File: config.mk
export PLATFORM = sky130hd
export DESIGN_NAME = csel_unit
export DESIGN_NICKNAME = d
export VERILOG_FILES = /design/src/rtl/csel_pkg.sv /design/src/rtl/csel_lane_cmp.sv /design/src/rtl/csel_mask_merge.sv /design/src/rtl/csel_unit.sv
export SDC_FILE = /design/constraint.sdc
export NUM_CORES = 1
export LEC_CHECK = 0
export BUFFER_PORTS_ARGS = -buffer_cell sky130_fd_sc_hd__buf_2
export CAP_MARGIN = 10
export CORE_AREA = 3 3 298 300
export CTS_CLUSTER_DIAMETER = 150
export DETAILED_ROUTE_END_ITERATION = 10
export DIE_AREA = 0 0 301 303
export GPL_ROUTABILITY_DRIVEN = 0
export PLACE_DENSITY = 0.4
export SLEW_MARGIN = 20
export SYNTH_ARGS = -nofsm -noshare
export SYNTH_HDL_FRONTEND = slang
export SYNTH_SLANG_ARGS = --single-unit
File: constraint.sdc
create_clock -name clk -period 4.5 [get_ports clk]
set_input_delay 0 -clock clk [delete_from_list [all_inputs] [get_ports clk]]
set_output_delay 0 -clock clk [all_outputs]
set_load 0.05 [all_outputs]
File: src/rtl/csel_pkg.sv
package csel_pkg;

  localparam int NUM_SIZES   = 3;
  localparam int BASE_LANE_W = 8;

  typedef enum logic [1:0] {
    SZ_BYTE = 2'd0,
    SZ_HALF = 2'd1,
    SZ_WORD = 2'd2,
    SZ_WALT = 2'd3
  } lane_sz_e;

  typedef enum logic [1:0] {
    OP_EQ   = 2'd0,
    OP_GT   = 2'd1,
    OP_LT   = 2'd2,
    OP_EALT = 2'd3
  } cmp_op_e;

  // equality codes are the two where both bits agree
  function automatic logic op_is_eq(input logic [1:0] op);
    return op[0] == op[1];
  endfunction

  // less-than reuses the greater-than path with operands exchanged
  function automatic logic op_swaps(input logic [1:0] op);
    return op == OP_LT;
  endfunction

  function automatic logic lane_hit(input logic signed [31:0] x,
                                    input logic signed [31:0] y,
                                    input logic eq_mode);
    return eq_mode ? (x == y) : (x > y);
  endfunction

endpackage

File: src/rtl/csel_lane_cmp.sv
module csel_lane_cmp
  import csel_pkg::*;
#(
  parameter int VEC_W  = 128,
  parameter int LANE_W = 8
) (
  input  logic [VEC_W-1:0] lhs,
  input  logic [VEC_W-1:0] rhs,
  input  logic             eq_mode,
  output logic [VEC_W-1:0] mask
);
  localparam int NUM_LANES = VEC_W / LANE_W;

  for (genvar l = 0; l < NUM_LANES; l++) begin : g_lane
    logic signed [LANE_W-1:0] x_l;
    logic signed [LANE_W-1:0] y_l;
    logic                     hit;
    assign x_l = lhs[l*LANE_W +: LANE_W];
    assign y_l = rhs[l*LANE_W +: LANE_W];
    // sign-extend to the common compare width of the helper
    assign hit = lane_hit(32'(x_l), 32'(y_l), eq_mode);
    assign mask[l*LANE_W +: LANE_W] = {LANE_W{hit}};
  end

endmodule

File: src/rtl/csel_mask_merge.sv
module csel_mask_merge #(
  parameter int VEC_W = 128
) (
  input  logic [VEC_W-1:0] mask,
  input  logic [VEC_W-1:0] val_c,
  input  logic [VEC_W-1:0] val_d,
  output logic [VEC_W-1:0] kept_c,
  output logic [VEC_W-1:0] kept_d,
  output logic [VEC_W-1:0] merged
);
  assign kept_c = val_c & mask;
  assign kept_d = val_d & ~mask;
  assign merged = kept_c | kept_d;
endmodule

File: src/rtl/csel_unit.sv
module csel_unit
  import csel_pkg::*;
#(
  parameter int VEC_W = 128
) (
  input  logic             clk,
  input  logic             rst,
  input  logic             in_valid,
  input  logic [1:0]       lane_sz,
  input  logic [1:0]       cmp_op,
  input  logic [VEC_W-1:0] op_a,
  input  logic [VEC_W-1:0] op_b,
  input  logic [VEC_W-1:0] op_c,
  input  logic [VEC_W-1:0] op_d,
  output logic             out_valid,
  output logic [VEC_W-1:0] out_mask,
  output logic [VEC_W-1:0] out_res
);
  // VEC_W must be a multiple of the widest lane (32 bits)

  logic             eq_mode;
  logic             swap_ab;
  logic [VEC_W-1:0] cmp_lhs;
  logic [VEC_W-1:0] cmp_rhs;
  logic [VEC_W-1:0] size_mask [NUM_SIZES];
  logic [VEC_W-1:0] sel_mask;
  logic [VEC_W-1:0] kept_c;
  logic [VEC_W-1:0] kept_d;
  logic [VEC_W-1:0] merged;

  assign eq_mode = op_is_eq(cmp_op);
  assign swap_ab = op_swaps(cmp_op);
  assign cmp_lhs = swap_ab ? op_b : op_a;
  assign cmp_rhs = swap_ab ? op_a : op_b;

  for (genvar k = 0; k < NUM_SIZES; k++) begin : g_size
    csel_lane_cmp #(
      .VEC_W (VEC_W),
      .LANE_W(BASE_LANE_W << k)
    ) u_cmp (
      .lhs    (cmp_lhs),
      .rhs    (cmp_rhs),
      .eq_mode(eq_mode),
      .mask   (size_mask[k])
    );
  end

  always_comb begin
    unique case (lane_sz)
      SZ_BYTE: sel_mask = size_mask[0];
      SZ_HALF: sel_mask = size_mask[1];
      default: sel_mask = size_mask[2];
    endcase
  end

  csel_mask_merge #(.VEC_W(VEC_W)) u_merge (
    .mask  (sel_mask),
    .val_c (op_c),
    .val_d (op_d),
    .kept_c(kept_c),
    .kept_d(kept_d),
    .merged(merged)
  );

  always_ff @(posedge clk) begin
    if (rst) begin
      out_valid <= 1'b0;
      out_mask  <= '0;
      out_res   <= '0;
    end else begin
      out_valid <= in_valid;
      if (in_valid) begin
        out_mask <= sel_mask;
        out_res  <= merged;
      end
    end
  end

endmodule

==> Yosys cells after proc, flatten, opt, wreduce, memory -nomap -nowiden <==
Index checks and enable logic that the tools add are counted.
{ "classes": {"magnitude_cmp": 28, "n_eq_ne": 31, "muxes": 31, "bitwise": 4, "reduce_logical": 1} }
{ "ops": {"columns": ["operator", "n"], "rows": [
  ["$and A128 B128 Y128", 2],
  ["$mux W128", 2],
  ["$pmux W128 S2", 1],
  ["$eq A16 B16 Y1", 8],
  ["$eq A32 B32 Y1", 4],
  ["$eq A8 B8 Y1", 16],
  ["$gt A16 B16 Y1", 8],
  ["$gt A32 B32 Y1", 4],
  ["$gt A8 B8 Y1", 16],
  ["$not A128 Y128", 1],
  ["$or A128 B128 Y128", 1],
  ["$mux W1", 28],
  ["$eq A2 B1 Y1 const B", 1],
  ["$eq A2 B2 Y1 const B", 1],
  ["$logic_not A2 Y1", 1],
  ["$eq A1 B1 Y1", 1]
]} }
{ "word_totals": {"word_cells": 98, "out_inout_bits": 257, "regBits": 257} }

==> Longest topological paths before layout <==
Gate-level depths: netlist of run 1.
{ "logic_depth": {"word_depth": 8, "ltp_mapped": 16, "ltp_nobuf": 12} }

==> Hierarchy <==
A second synthesis of run 1 with hierarchy kept.
{ "hier_totals": {"hier_cells": 3930, "hier_area_um2": 34752.1} }
{ "modules_own_cells": {"columns": ["module", "area_each_um2", "seq_area_each_um2", "cells_per_inst", "instances"], "rows": [
  ["csel_unit", 17538.1, 5144.9, 1712, 1],
  ["csel_lane_cmp (g_size[0].u_cmp)", 4590.7, 0.0, 608, 1],
  ["csel_lane_cmp (g_size[1].u_cmp)", 4456.8, 0.0, 631, 1],
  ["csel_lane_cmp (g_size[2].u_cmp)", 4321.6, 0.0, 595, 1],
  ["csel_mask_merge", 3844.9, 0.0, 384, 1]
]} }

==> Worst setup path after synthesis of run 1 <==
Ideal clock, no wire load.
{ "synth_timing": {"kind": "input -> register", "from": "input port cmp_op[0]", "to": "register out_res[32]", "path_stages": 14, "required_ns": 4.363, "slack_ns": 1.677, "arrival_time_ns": 2.685, "cell_sequence": "inv_1 -> ha_1 -> clkbuf_1 -> o21bai_1 -> a21boi_0 -> a2111oi_1 -> o21ai_0 -> a211oi_1 -> or3_1 -> xnor2_1 -> o211a_1 -> buf_2 -> mux2i_1 -> a211oi_1"} }
{ "synth_between": {"elab_chain_len": 8} }
{ "synth_rtl": {"columns": ["item", "line_no", "rtl"], "rows": [
  ["start, declared", "csel_unit.sv:10", "input logic [1:0] cmp_op,"],
  ["$eq A2 B2 Y1", "csel_pkg.sv:27", "return op == OP_LT;"],
  ["$mux W128, on equally long branches", "csel_unit.sv:33, csel_unit.sv:34", null],
  ["$gt A32 B32 Y1 (tied with other cells)", "csel_pkg.sv:33", "return eq_mode ? (x == y) : (x > y);"],
  ["$mux W1", "csel_pkg.sv:33", null],
  ["$pmux W128 S2 (*)", "csel_unit.sv:49", "unique case (lane_sz)"],
  ["$not A128 Y128", "csel_mask_merge.sv:12", "assign kept_d = val_d & ~mask;"],
  ["$and A128 B128 Y128", "csel_mask_merge.sv:12", null],
  ["$or A128 B128 Y128 (*)", "csel_mask_merge.sv:13", "assign merged = kept_c | kept_d;"],
  ["end signal, assigned", "csel_unit.sv:74", "out_res <= merged;"],
  ["end, declared", "csel_unit.sv:17", "output logic [VEC_W-1:0] out_res"]
]} }
Every way passes the cells marked *; elsewhere a longest branch is shown, timed or not.
A chain may end at the register's enable or synchronous reset.

==> Worst setup path in the final report of run 1 <==
{ "layout_timing": {"from": "input port cmp_op[0]", "to": "register out_res[72]"} }
The elaborated chain is that of the path after synthesis.

==> run metrics, run 1 <==
status finished, final reports clean; Tcrit/Tclk final 0.9156; Tmin final 4120 ps; Hold Startpoint op_c[93]; PostCTS Resize Cnt 0; Clock Tree Buf Depth 2; H-tree depth 4; Die W 301 um; Filler Cell Count 9649; port bufs 775; Vias/cell 4.313; Sink Count 145; grt total ovfl 0; hpwl dp 67.09 mm; clock skew 0 ps; largest net degree at the start of global routing 171; antenna viol nets, final 0; Tot GR Track Use 0.1656; Yosys reg bits 145; main flop type after synthesis dfxtp_1; initial drt markers 997; # DRC 0; hold path depth 3; syn_area_per_cell 7.817 um2; Stages on worst setup path 15; Synth top area share 0.2065; CP delay by family, top simple AND/OR/NAND/NOR gates; fin util 0.2498; reg2reg start out_res[99]$_SDFFE_PP0P_; worst min path class input pin to register; Syn-to-layout area delta 53.68%; Max transition margin 0.2811; worst slew pin tran 1078 ps; r2r endpoint out_res[99]$_SDFFE_PP0P_; EDFF count, synth 0; Rows 108; DIE AREA 91200 um2; reg2reg path depth 3; first-pass GRT wire length 110.4 mm; Synth area leaders dfxtp_1, maj3_1, mux2i_1, a211oi_1, buf_4; worst path required time 4850 ps; layout cells sized above 1 0.3361; Final Hold Viols 0; MaxCap Viol Count 0; DR pass1 iterations 7; count of different cell masters after synthesis 91; WHS Endpoint out_res[93]$_SDFFE_PP0P_; RSZ-0062 raised after global routing false; post-synth top area cell dfxtp_1; Max Clk Rate 242.7 MHz; initial core utilization 0.1625; startpoint class of the critical path input pin; Final Net Count 3183; fin. max-slew vios 0; crit end category register; CP max stage delay 750 ps; Crit path buffers/inverters 4; reg2reg setup slack 3100 ps; via count 16.58k; post-synthesis instance area 14050 um2; final setup fails 0; Worst-path clk slew 70 ps; CTS tree yes; setup tns final 0 ps; critical-path maximum fanout 20; async set-or-reset flop fraction in the synthesized netlist 0; classification of the worst setup path input pin to register; Die Span Y 303 um; CP arrival 4470 ps; P per Cell Area 268.5 nW/um2; Leak 9.709 nW; initial antenna violation count 30; num ports 776; Peak supply drop 254.6 uV; slowest CP cell and4_1; syn nets 2319; YS warnings 0; Post-Synthesis Cells 1798; CTS Root Cell clkbuf_16; Inserted Clock Buffers 17; vias in the first global route 16.54k; Power Total 5.800 mW; worst path cell trace buf_2 -> inv_1 -> ha_2 -> and2_2 -> buf_12 -> nand3_1 -> nand4_1 -> o221ai_1 -> and3_1 -> o311ai_1 -> a211o_1 -> and4_1 -> mux2i_1 -> dlygate4sd3_1 -> a211oi_1; core area 86480 um2; wire per inst 20.81 um; register area share after synthesis 0.2065; Clock Latency Late Sink 440 ps; Detailed Route WL 80.03 mm
## cell type report
type	count	area [um2]	area share
Antenna cell	15	37.54	0.001738
Inverter	96	360.3	0.01668
Multi-Input combinational cell	1346	9597	0.4443
Clock buffer	20	456.7	0.02114
Sequential cell	145	2903	0.1344
Timing Repair Buffer	1056	6631	0.3070
Clock inverter	12	168.9	0.007820
Tap cell	1155	1445	0.06691
## state kept, by name (all words and copies together) (netlist names)
signal and cells:
out_res 128, out_mask 16, out_valid 1
## stage by stage
step,hold slack [ps],cell area (um2),instances,worst slack (ps)
floorplan,162.9,14050,1798,1677
global placement,283.7,18560,3561,438.1
detailed placement,278.6,18560,3561,410.0
CTS,4.502,21560,3830,332.6
global route,28.49,21580,3837,121.3
finish,10.82,21600,3845,379.8
## worst max path at each step
| stage | from | endpoint | slack [ps] |
|---|---|---|---|
| 2_1_floorplan | cmp_op[0] | out_res[32]$_SDFFE_PP0P_ | 1680 |
| 3_5_place_dp | cmp_op[0] | out_res[74]$_SDFFE_PP0P_ | 410 |
| 4_1_cts | cmp_op[0] | out_res[74]$_SDFFE_PP0P_ | 330 |
| 5_1_grt | cmp_op[0] | out_res[32]$_SDFFE_PP0P_ | 120 |
| 6_report | cmp_op[0] | out_res[72]$_SDFFE_PP0P_ | 380 |
| 3_3_place_gp | cmp_op[0] | out_res[88]$_SDFFE_PP0P_ | 440 |
## repair_timing
item	4_1_cts	5_1_grt
buffers inserted	0	0
hold buffers	237	0
endpoints found under the setup margin	0	0
hold endpoints to repair	119	0
## cell families (layout without fill, tap and decap cells)
family / after synthesis / in the layout / share of synthesized area
and+or+nand+nor: 607 / 607 / 0.2332
xor gates and xnor gates: 94 / 94 / 0.05965
AOI/OAI and AO/OA: 420 / 420 / 0.2231
buffers and inverters: 307 / 1184 / 0.1164
DFF: 145 / 145 / 0.2065
muxes: 110 / 110 / 0.07887
adders and majority gates: 115 / 115 / 0.08226
other: 0 / 15 / 0
## synthesized netlist by cell type, types with 19 or more instances
cell type / instances
nor2_1: 177
dfxtp_1: 145
a211oi_1: 131
buf_4: 120
maj3_1: 113
mux2i_1: 104
inv_1: 95
nor2b_1: 93
nand2b_1: 87
nand2_1: 65
clkbuf_1: 64
xnor2_1: 53
o21ai_0: 46
xor2_1: 39
nor3_1: 36
a21oi_1: 33
nand3_1: 33
a311oi_1: 25
o2bb2ai_1: 21
buf_2: 20
nor4b_1: 19
o21bai_1: 19
## layer usage
layer	share of wire	wire (um)	global-route usage	up-vias
met5	0.0013	102	0	-
met4	0.040	3219	0.06828	20
met3	0.059	4721	0.03685	100
met2	0.50	40270	0.2971	568
met1	0.40	31720	0.1893	7724
li1	-	-	-	8171
## power breakdown
group          internal, mW  total [mW]  switching, mW
registers              1.40        1.49         0.0897
clock network         0.915        1.56          0.648
logic                  1.01        2.75           1.74
## tightest hold or removal path: cells and delay by family
kind / cells / cell delay (ps)
buf+inv: 1 / 90
compound gates: 1 / 110
mux: 1 / 210
## cell usage in the layout (no fill, tap or decap), types with 64 or more instances in the layout
cell type | Yosys | routed
mux2i_1 | 104 | 104
buf_2 | 20 | 773
nor2b_1 | 93 | 93
nand2b_1 | 87 | 87
dlygate4sd3_1 | 0 | 237
a211oi_1 | 131 | 131
nor2_1 | 177 | 176
inv_1 | 95 | 95
dfxtp_1 | 145 | 145
nand2_1 | 65 | 64
maj3_1 | 113 | 113
No activity file was read; power rests on OpenSTA's default activity.
==> run 2, diff against run 1 <==
--- a/config.mk
+++ b/config.mk
@@ -5,14 +5,16 @@
 export SDC_FILE = /design/constraint.sdc
 export NUM_CORES = 1
 export LEC_CHECK = 0
-export BUFFER_PORTS_ARGS = -buffer_cell sky130_fd_sc_hd__buf_2
+export ABC_AREA = 1
+export BUFFER_PORTS_ARGS = -buffer_cell sky130_fd_sc_hd__buf_4
 export CAP_MARGIN = 10
 export CORE_AREA = 3 3 298 300
 export CTS_CLUSTER_DIAMETER = 150
 export DETAILED_ROUTE_END_ITERATION = 10
 export DIE_AREA = 0 0 301 303
 export GPL_ROUTABILITY_DRIVEN = 0
-export PLACE_DENSITY = 0.4
+export MAX_ROUTING_LAYER = met4
+export PLACE_DENSITY = 0.42
 export SLEW_MARGIN = 20
 export SYNTH_ARGS = -nofsm -noshare
 export SYNTH_HDL_FRONTEND = slang
==> run 2 against run 1 <==
Net effect:
- final cell count up 24%
- first-iteration DRC count up 15%
- register-to-register slack better by 310 ps
- wire length up 4.9%
- global-route usage up 1.3 points
- synthesized cell count up 53%
- sequential share of layout area down 1.4 points
- total power up 0.37%
- core utilization up 2.9 points
- critical path type unchanged
- highest routed layer is now met4
- setup slack better by 580 ps
- critical endpoint is now out_res[119]$_SDFFE_PP0P_
- via count up 19%
- combinational power up 5%
==> run metrics, run 2 <==
most common cell after layout, fill and taps aside nand2_1 (was buf_2); mux cell area share after synthesis 0 (was 0.07887); Peak supply drop 208.0 uV (was 254.6 uV); Tot GR Track Use 0.1788 (was 0.1656); pre-CTS WS 971.1 ps (was 410.0 ps); status finished, final reports clean (unchanged); critical-path maximum fanout 36 (was 20); fin. max-slew vios 0 (unchanged); initial core utilization 0.1719 (was 0.1625); largest registers out_res x128, out_mask x16, out_valid x1 (unchanged); classification of the worst setup path input pin to register (unchanged); syn_area_per_cell 5.419 um2 (was 7.817 um2); total setup buffers inserted after CTS 0 (unchanged); startpoint class of the critical path input pin (unchanged); first-pass GRT wire length 118.3 mm (was 110.4 mm); Layout Cells excl Fill 4785 (was 3845); antenna viol nets, final 0 (unchanged); Max transition margin 0.4671 (was 0.2811); P per Cell Area 241.6 nW/um2 (was 268.5 nW/um2); Clock Tree Buf Depth 2 (unchanged); CP arrival 3920 ps (was 4470 ps); Sink Count 145 (unchanged); setup ws final 958.0 ps (was 379.8 ps); worst slew pin tran 799.4 ps (was 1078 ps); vias in the first global route 18.67k (was 16.54k); final setup fails 0 (unchanged); reg2reg start out_mask[47]$_SDFFE_PP0P_ (was out_res[99]$_SDFFE_PP0P_); Inserted Clock Buffers 17 (unchanged); Final Net Count 4124 (was 3183); wire per inst 17.55 um (was 20.81 um); adder-cell share of the synthesized area 0.001683 (was 0.08226); PostCTS Resize Cnt 0 (unchanged); initial antenna violation count 11 (was 30); Final Hold Viols 0 (unchanged); CTS Root Cell clkbuf_16 (unchanged); Tmin final 3542 ps (was 4120 ps); max reg flops 128 (unchanged); CP delay by family, top simple AND/OR/NAND/NOR gates (unchanged); post-synthesis instance area 14870 um2 (was 14050 um2); WHS Endpoint out_res[65]$_SDFFE_PP0P_ (was out_res[93]$_SDFFE_PP0P_); worst path required time 4880 ps (was 4850 ps); Max Clk Rate 282.3 MHz (was 242.7 MHz); Detailed Route WL 83.97 mm (was 80.03 mm); simple-gate area share of the yosys netlist 0.4246 (was 0.2332); largest register by flop count out_res (unchanged); setup tns final 0 ps (unchanged); RSZ-0062 raised after global routing false (unchanged); port bufs 775 (unchanged); DIE AREA 91200 um2 (unchanged); Die Span Y 303 um (unchanged); worst min path class input pin to register (unchanged); Syn-to-layout area delta 62.06% (was 53.68%); Worst-path clk slew 60 ps (was 70 ps); # DRC 0 (unchanged); Post-Synthesis Cells 2744 (was 1798); Synth top area share 0.2073 (was 0.2065); Rows 108 (unchanged); Synth area leaders nand2_1, dfxtp_1, nand3_1, inv_1, a21oi_1 (was dfxtp_1, maj3_1, mux2i_1, a211oi_1, buf_4); Cells after DPL 4485 (was 3561); Compound-Gate Fraction of Synth Area 0.1363 (was 0.2231); Die W 301 um (unchanged); XOR/XNOR Fraction of Synth Area 0.01582 (was 0.05965); core area 86480 um2 (unchanged); YS warnings 0 (unchanged); most frequent cells in the layout nand2_1, buf_4, inv_1 (was buf_2, dlygate4sd3_1, nor2_1); count of different cell masters after synthesis 42 (was 91); CTS tree yes (unchanged); r2r endpoint out_mask[47]$_SDFFE_PP0P_ (was out_res[99]$_SDFFE_PP0P_); grt total ovfl 0 (unchanged); MaxCap Viol Count 0 (unchanged); post-synth top area cell nand2_1 (was dfxtp_1); largest family of logic cells by synthesized area simple AND/OR/NAND/NOR gates (unchanged); async set-or-reset flop fraction in the synthesized netlist 0 (unchanged); clock skew 0 ps (unchanged); most used cell, CP nand2_1; hold path depth 5 (was 3); initial drt markers 1144 (was 997); largest net degree at the start of global routing 99 (was 171); Tcrit/Tclk final 0.7871 (was 0.9156); reg2reg path depth 4 (was 3); layout cells sized above 1 0.2506 (was 0.3361); H-tree depth 4 (unchanged); crit end category register (unchanged); Clock Latency Late Sink 440 ps (about the same); most common cell in the synthesized netlist nand2_1 (was nor2_1); Post-synth top cells nand2_1, inv_1, nand3_1, a21oi_1, nor2_1 (was nor2_1, dfxtp_1, a211oi_1, buf_4, maj3_1); crit path launch cmp_op[0] (unchanged); Power Total 5.821 mW (was 5.800 mW); Leak 12.95 nW (was 9.709 nW); Crit path buffers/inverters 5 (was 4); via count 19.71k (was 16.58k); reg2reg setup slack 3410 ps (was 3100 ps); main flop type after synthesis dfxtp_1 (unchanged); DR pass1 iterations 5 (was 7); worst path cell trace buf_4 -> inv_1 -> ha_2 -> buf_4 -> inv_2 -> nand2_2 -> nor2_1 -> nor2_1 -> nand2_1 -> a21oi_1 -> nand2_1 -> nand2_1 -> nand2_1 -> nand2_1 -> nand3_1 -> nand3_1 -> nand2_2 -> nand2_4 -> nand2_4 -> nand2_1 -> nand3_1 -> dlygate4sd3_1 -> a21oi_1 (was buf_2 -> inv_1 -> ha_2 -> and2_2 -> buf_12 -> nand3_1 -> nand4_1 -> o221ai_1 -> and3_1 -> o311ai_1 -> a211o_1 -> and4_1 -> mux2i_1 -> dlygate4sd3_1 -> a211oi_1); hpwl dp 68.20 mm (was 67.09 mm); syn nets 3265 (was 2319); CP max stage delay 640 ps (was 750 ps); Vias/cell 4.119 (was 4.313); slowest CP cell dlygate4sd3_1 (was and4_1); Hold Startpoint op_d[65] (was op_c[93]); num ports 776 (unchanged); hold slack 28.98 ps (was 10.82 ps); Yosys reg bits 145 (unchanged); register area share after synthesis 0.1952 (was 0.2065); EDFF count, synth 0 (unchanged)
## run 2: cell count changes after synthesis, moves of 113 or more
cell and delta:
maj3_1 -113, nand3_1 +374, nand2_1 +756, inv_1 +426
a211oi_1 -131, a21oi_1 +153
## run 2: how the worst max path moves through the flow
| stage | depth (start not counted) | to |
|---|---|---|
| 2_1_floorplan | 19 | out_res[118]$_SDFFE_PP0P_ |
| 3_3_place_gp | 22 | out_res[53]$_SDFFE_PP0P_ |
| 3_5_place_dp | 22 | out_res[16]$_SDFFE_PP0P_ |
| 4_1_cts | 23 | out_res[17]$_SDFFE_PP0P_ |
| 5_1_grt | 23 | out_res[20]$_SDFFE_PP0P_ |
| 6_report | 23 | out_res[119]$_SDFFE_PP0P_ |
## run 2: layout make-up
class / count / area (um2)
well taps: 1155 / 1445
repair buffers: 1047 / 8558
fillers: 9897 / 62390
diodes: 14 / 35.03
clock buffers: 19 / 442.9
flip-flops and latches: 145 / 2903
inverters: 530 / 1992
clock inverters: 13 / 112.6
multi-input cells: 1862 / 8608
## run 2: worst min-delay path, delay by kind of cell
kind / cells / cell delay, ps
buf+inv: 2 / 120
compound gates: 1 / 110
simple gates: 2 / 200
## run 2: logic make-up (layout without fill, tap and decap cells)
| group | after synthesis | after routing |
|---|---|---|
| AND/OR/NAND/NOR | 1481 | 1481 |
| buffers and inverters | 737 | 1609 |
| AO/OA/AOI/OAI | 353 | 353 |
| flip-flops | 145 | 145 |
| XOR/XNOR | 26 | 26 |
| adder cells (fa/ha/maj) | 2 | 2 |
| other | 0 | 14 |
## run 2: layer usage
layer  up-vias  wire, um  track usage
met4         0      3066      0.06677
met3        86      5926      0.04730
met1      8867     35230       0.2058
met2       663     39750       0.2981
met5         -         0            -
li1      10094         -            -
## run 2: through the flow
stage | cell area [um2] | utilization
6_report | 24100 | 0.2786
5_1_grt | 24090 | 0.2785
3_3_place_gp | 20960 | 0.2424
4_1_cts | 24060 | 0.2782
2_1_floorplan | 14870 | -
3_5_place_dp | 20960 | 0.2424
## run 2: power breakdown
| part | total, mW | internal, mW | switching, mW | leakage, nW |
|---|---|---|---|---|
| clock | 1.42 | 0.774 | 0.646 | 0.269 |
| combinational | 2.90 | 1.12 | 1.78 | 11.5 |
| sequential | 1.50 | 1.39 | 0.108 | 1.20 |
| total | 5.82 | 3.29 | 2.54 | 13.0 |
## run 2: repair_timing
action                                  CTS  global route
hold buffers                            254             0
endpoints found under the setup margin    0             0
endpoints found under the hold margin   128             0
==> run 3, diff against run 2 <==
==> constraint.sdc (replaced) <==
create_clock -name clk -period 3.7 [get_ports clk]
set_input_delay 0 -clock clk [delete_from_list [all_inputs] [get_ports clk]]
set_output_delay 0 -clock clk [all_outputs]
set_load 0.05 [all_outputs]
==> run 3 against run 2 <==
Net effect:
- cell area increased by 0.58%
- sequential power increased by 21%
- via count increased by 0.38%
- register-to-register slack got worse by 830 ps
- global-route usage decreased by 0.11 points
- critical path depth increased by 2
- worst hold slack got worse by 2.8 ps
- first-iteration DRC count decreased by 9.7%
- clock skew unchanged
- clock power increased by 42%
- critical path type unchanged
- largest cell class unchanged
- largest power group unchanged
==> run metrics, run 3 (synthesis results as in run 2) <==
DR pass1 iterations 5 (unchanged); Tcrit/Tclk final 0.8561; Rows 108 (unchanged); Final Net Count 4131 (was 4124); MaxCap Viol Count 0 (unchanged); worst path required time 4090 ps (was 4880 ps); reg2reg start out_mask[47]$_SDFFE_PP0P_ (unchanged); num ports 776 (unchanged); classification of the worst setup path input pin to register (unchanged); antenna viol nets, final 0 (unchanged); Filler Cell Count 9853 (was 9897); Worst-path clk slew 70 ps (was 60 ps); layout cells sized above 1 0.2545 (was 0.2506); crit path launch cmp_op[0] (unchanged); clock skew 0 ps (unchanged); status finished, final reports clean (unchanged); startpoint class of the critical path input pin (unchanged); Crit path buffers/inverters 5 (unchanged); max reg flops 128 (unchanged); Hold Startpoint op_d[50] (was op_d[65]); Final Hold Viols 0 (unchanged); Tot GR Track Use 0.1777 (was 0.1788); first-pass GRT wire length 118.0 mm (was 118.3 mm); Sink Count 145 (unchanged); P per Cell Area 304.4 nW/um2 (was 241.6 nW/um2); H-tree depth 4 (unchanged); Reg area 2903 um2 (unchanged); worst min path class input pin to register (unchanged); CP max stage delay 610 ps (was 640 ps); vias in the first global route 18.70k (was 18.67k); hpwl dp 68.55 mm (was 68.20 mm); Power Internal 4.269 mW (was 3.286 mW); Die Span Y 303 um (unchanged); Die W 301 um (unchanged); setup tns final 0 ps (unchanged); Clock Tree Buf Depth 2 (unchanged); initial core utilization 0.1719 (unchanged); largest register by flop count out_res (unchanged); most frequent cells in the layout nand2_1, buf_4, inv_1 (unchanged); worst slew pin tran 874.8 ps (was 799.4 ps); Multi-input gate area 8608 um2 (unchanged); largest net degree at the start of global routing 82 (was 99); Sw Share 0.4214 (was 0.4355); reg2reg setup slack 2580 ps (was 3410 ps); wire per inst 17.48 um (was 17.55 um); critical-path maximum fanout 22 (was 36); Vias/cell 4.131 (was 4.119); Max transition margin 0.4168 (was 0.4671); via count 19.78k (was 19.71k); Reg power frac 0.247 (was 0.258); port bufs 775 (unchanged); initial drt markers 1033 (was 1144); Detailed Route WL 83.69 mm (was 83.97 mm); # DRC 0 (unchanged); Layout Cells excl Fill 4789 (was 4785); RSZ-0062 raised after global routing false (unchanged); initial antenna violation count 12 (was 11); Tmin final 3168 ps; fin. max-slew vios 0 (unchanged); PostCTS Resize Cnt 0 (unchanged); Syn-to-layout area delta 62.99% (was 62.06%); clock share of power 0.274 (was 0.244); crit end category register (unchanged); Cells after DPL 4500 (was 4485); most common cell after layout, fill and taps aside nand2_1 (unchanged); Inserted Clock Buffers 17 (unchanged); sw power 3.109 mW (was 2.535 mW); slowest CP cell dlygate4sd3_1 (unchanged); DIE AREA 91200 um2 (unchanged); Max Clk Rate 315.7 MHz; Clock Latency Late Sink 450 ps (was 440 ps); CP arrival 3560 ps (was 3920 ps); Peak supply drop 326.8 uV (was 208.0 uV); grt total ovfl 0 (unchanged); final setup fails 0 (unchanged); Leak 13.05 nW (was 12.95 nW); largest registers out_res x128, out_mask x16, out_valid x1 (unchanged); core area 86480 um2 (unchanged); logic gate share of total power 0.480 (was 0.498); most used cell, CP nand2_1 (unchanged); CTS tree yes (unchanged); CTS Root Cell clkbuf_16 (unchanged); CP delay by family, top simple AND/OR/NAND/NOR gates (unchanged)
## run 3: cell types whose count changed in the layout (fill, tap and decap cells not counted), sizes merged, moves of 3 or more
cell,change
buf,+15
bufinv,+4
clkinv,-3
diode,-3
dlygate4sd3,-8
## run 3: area by class of cell
| type | count | area share |
|---|---|---|
| multi-input combinational | 1862 | 0.3552 |
| timing repair buffer | 1054 | 0.3550 |
| sequential | 145 | 0.1198 |
| inverter | 530 | 0.08219 |
| tap | 1155 | 0.05963 |
| clock buffer | 17 | 0.01755 |
| clock inverter | 15 | 0.009551 |
| antenna | 11 | 0.001136 |
## run 3: power groups by stage
stage                     clock, mW  combinational (mW)  sequential (mW)
final                          2.02                3.54             1.82
after floorplan                   0                1.62             2.26
after global routing           2.13                3.83             1.84
after CTS                      2.08                3.57             1.82
after global placement            0                3.26             1.86
after detailed placement          0                3.26             1.86
## run 3: what timing repair did
action | CTS | global route
setup buffers | 0 | 0
hold buffers | 246 | 0
hold endpoints to repair | 126 | 0
## run 3: worst paths after layout
path / cells past startpoint / endpoint
setup / recovery: 25 / out_res[58]$_SDFFE_PP0P_
hold / removal: 5 / out_res[50]$_SDFFE_PP0P_
setup reg to reg: 4 / out_mask[47]$_SDFFE_PP0P_
hold reg to reg: 2 / out_res[95]$_SDFFE_PP0P_
## run 3: routing by layer
layer	vias up	track usage	share of wire
li1	10103	-	-
met2	654	0.2960	0.48
met4	0	0.05483	0.028
met3	84	0.04379	0.070
met1	8943	0.2111	0.42
met5	-	-	0
## run 3: metrics by stage
stage               power (mW)    util  hold WS [ps]  setup slack (ps)  cell area [um2]
detailed placement       5.119  0.2439         354.8             600.1            21090
finish                   7.377  0.2802         26.19             532.4            24240
floorplan                3.883       -         226.7              1694            14870
global route             7.800  0.2802         40.80             182.3            24240
global placement         5.121  0.2439         352.0             637.3            21090
CTS                      7.471  0.2799         3.268             581.6            24210
## run 3: tightest hold or removal path, delay by kind of cell
kind / cells / cell delay (ps)
simple gates: 2 / 190
buf+inv: 2 / 130
compound gates: 1 / 130
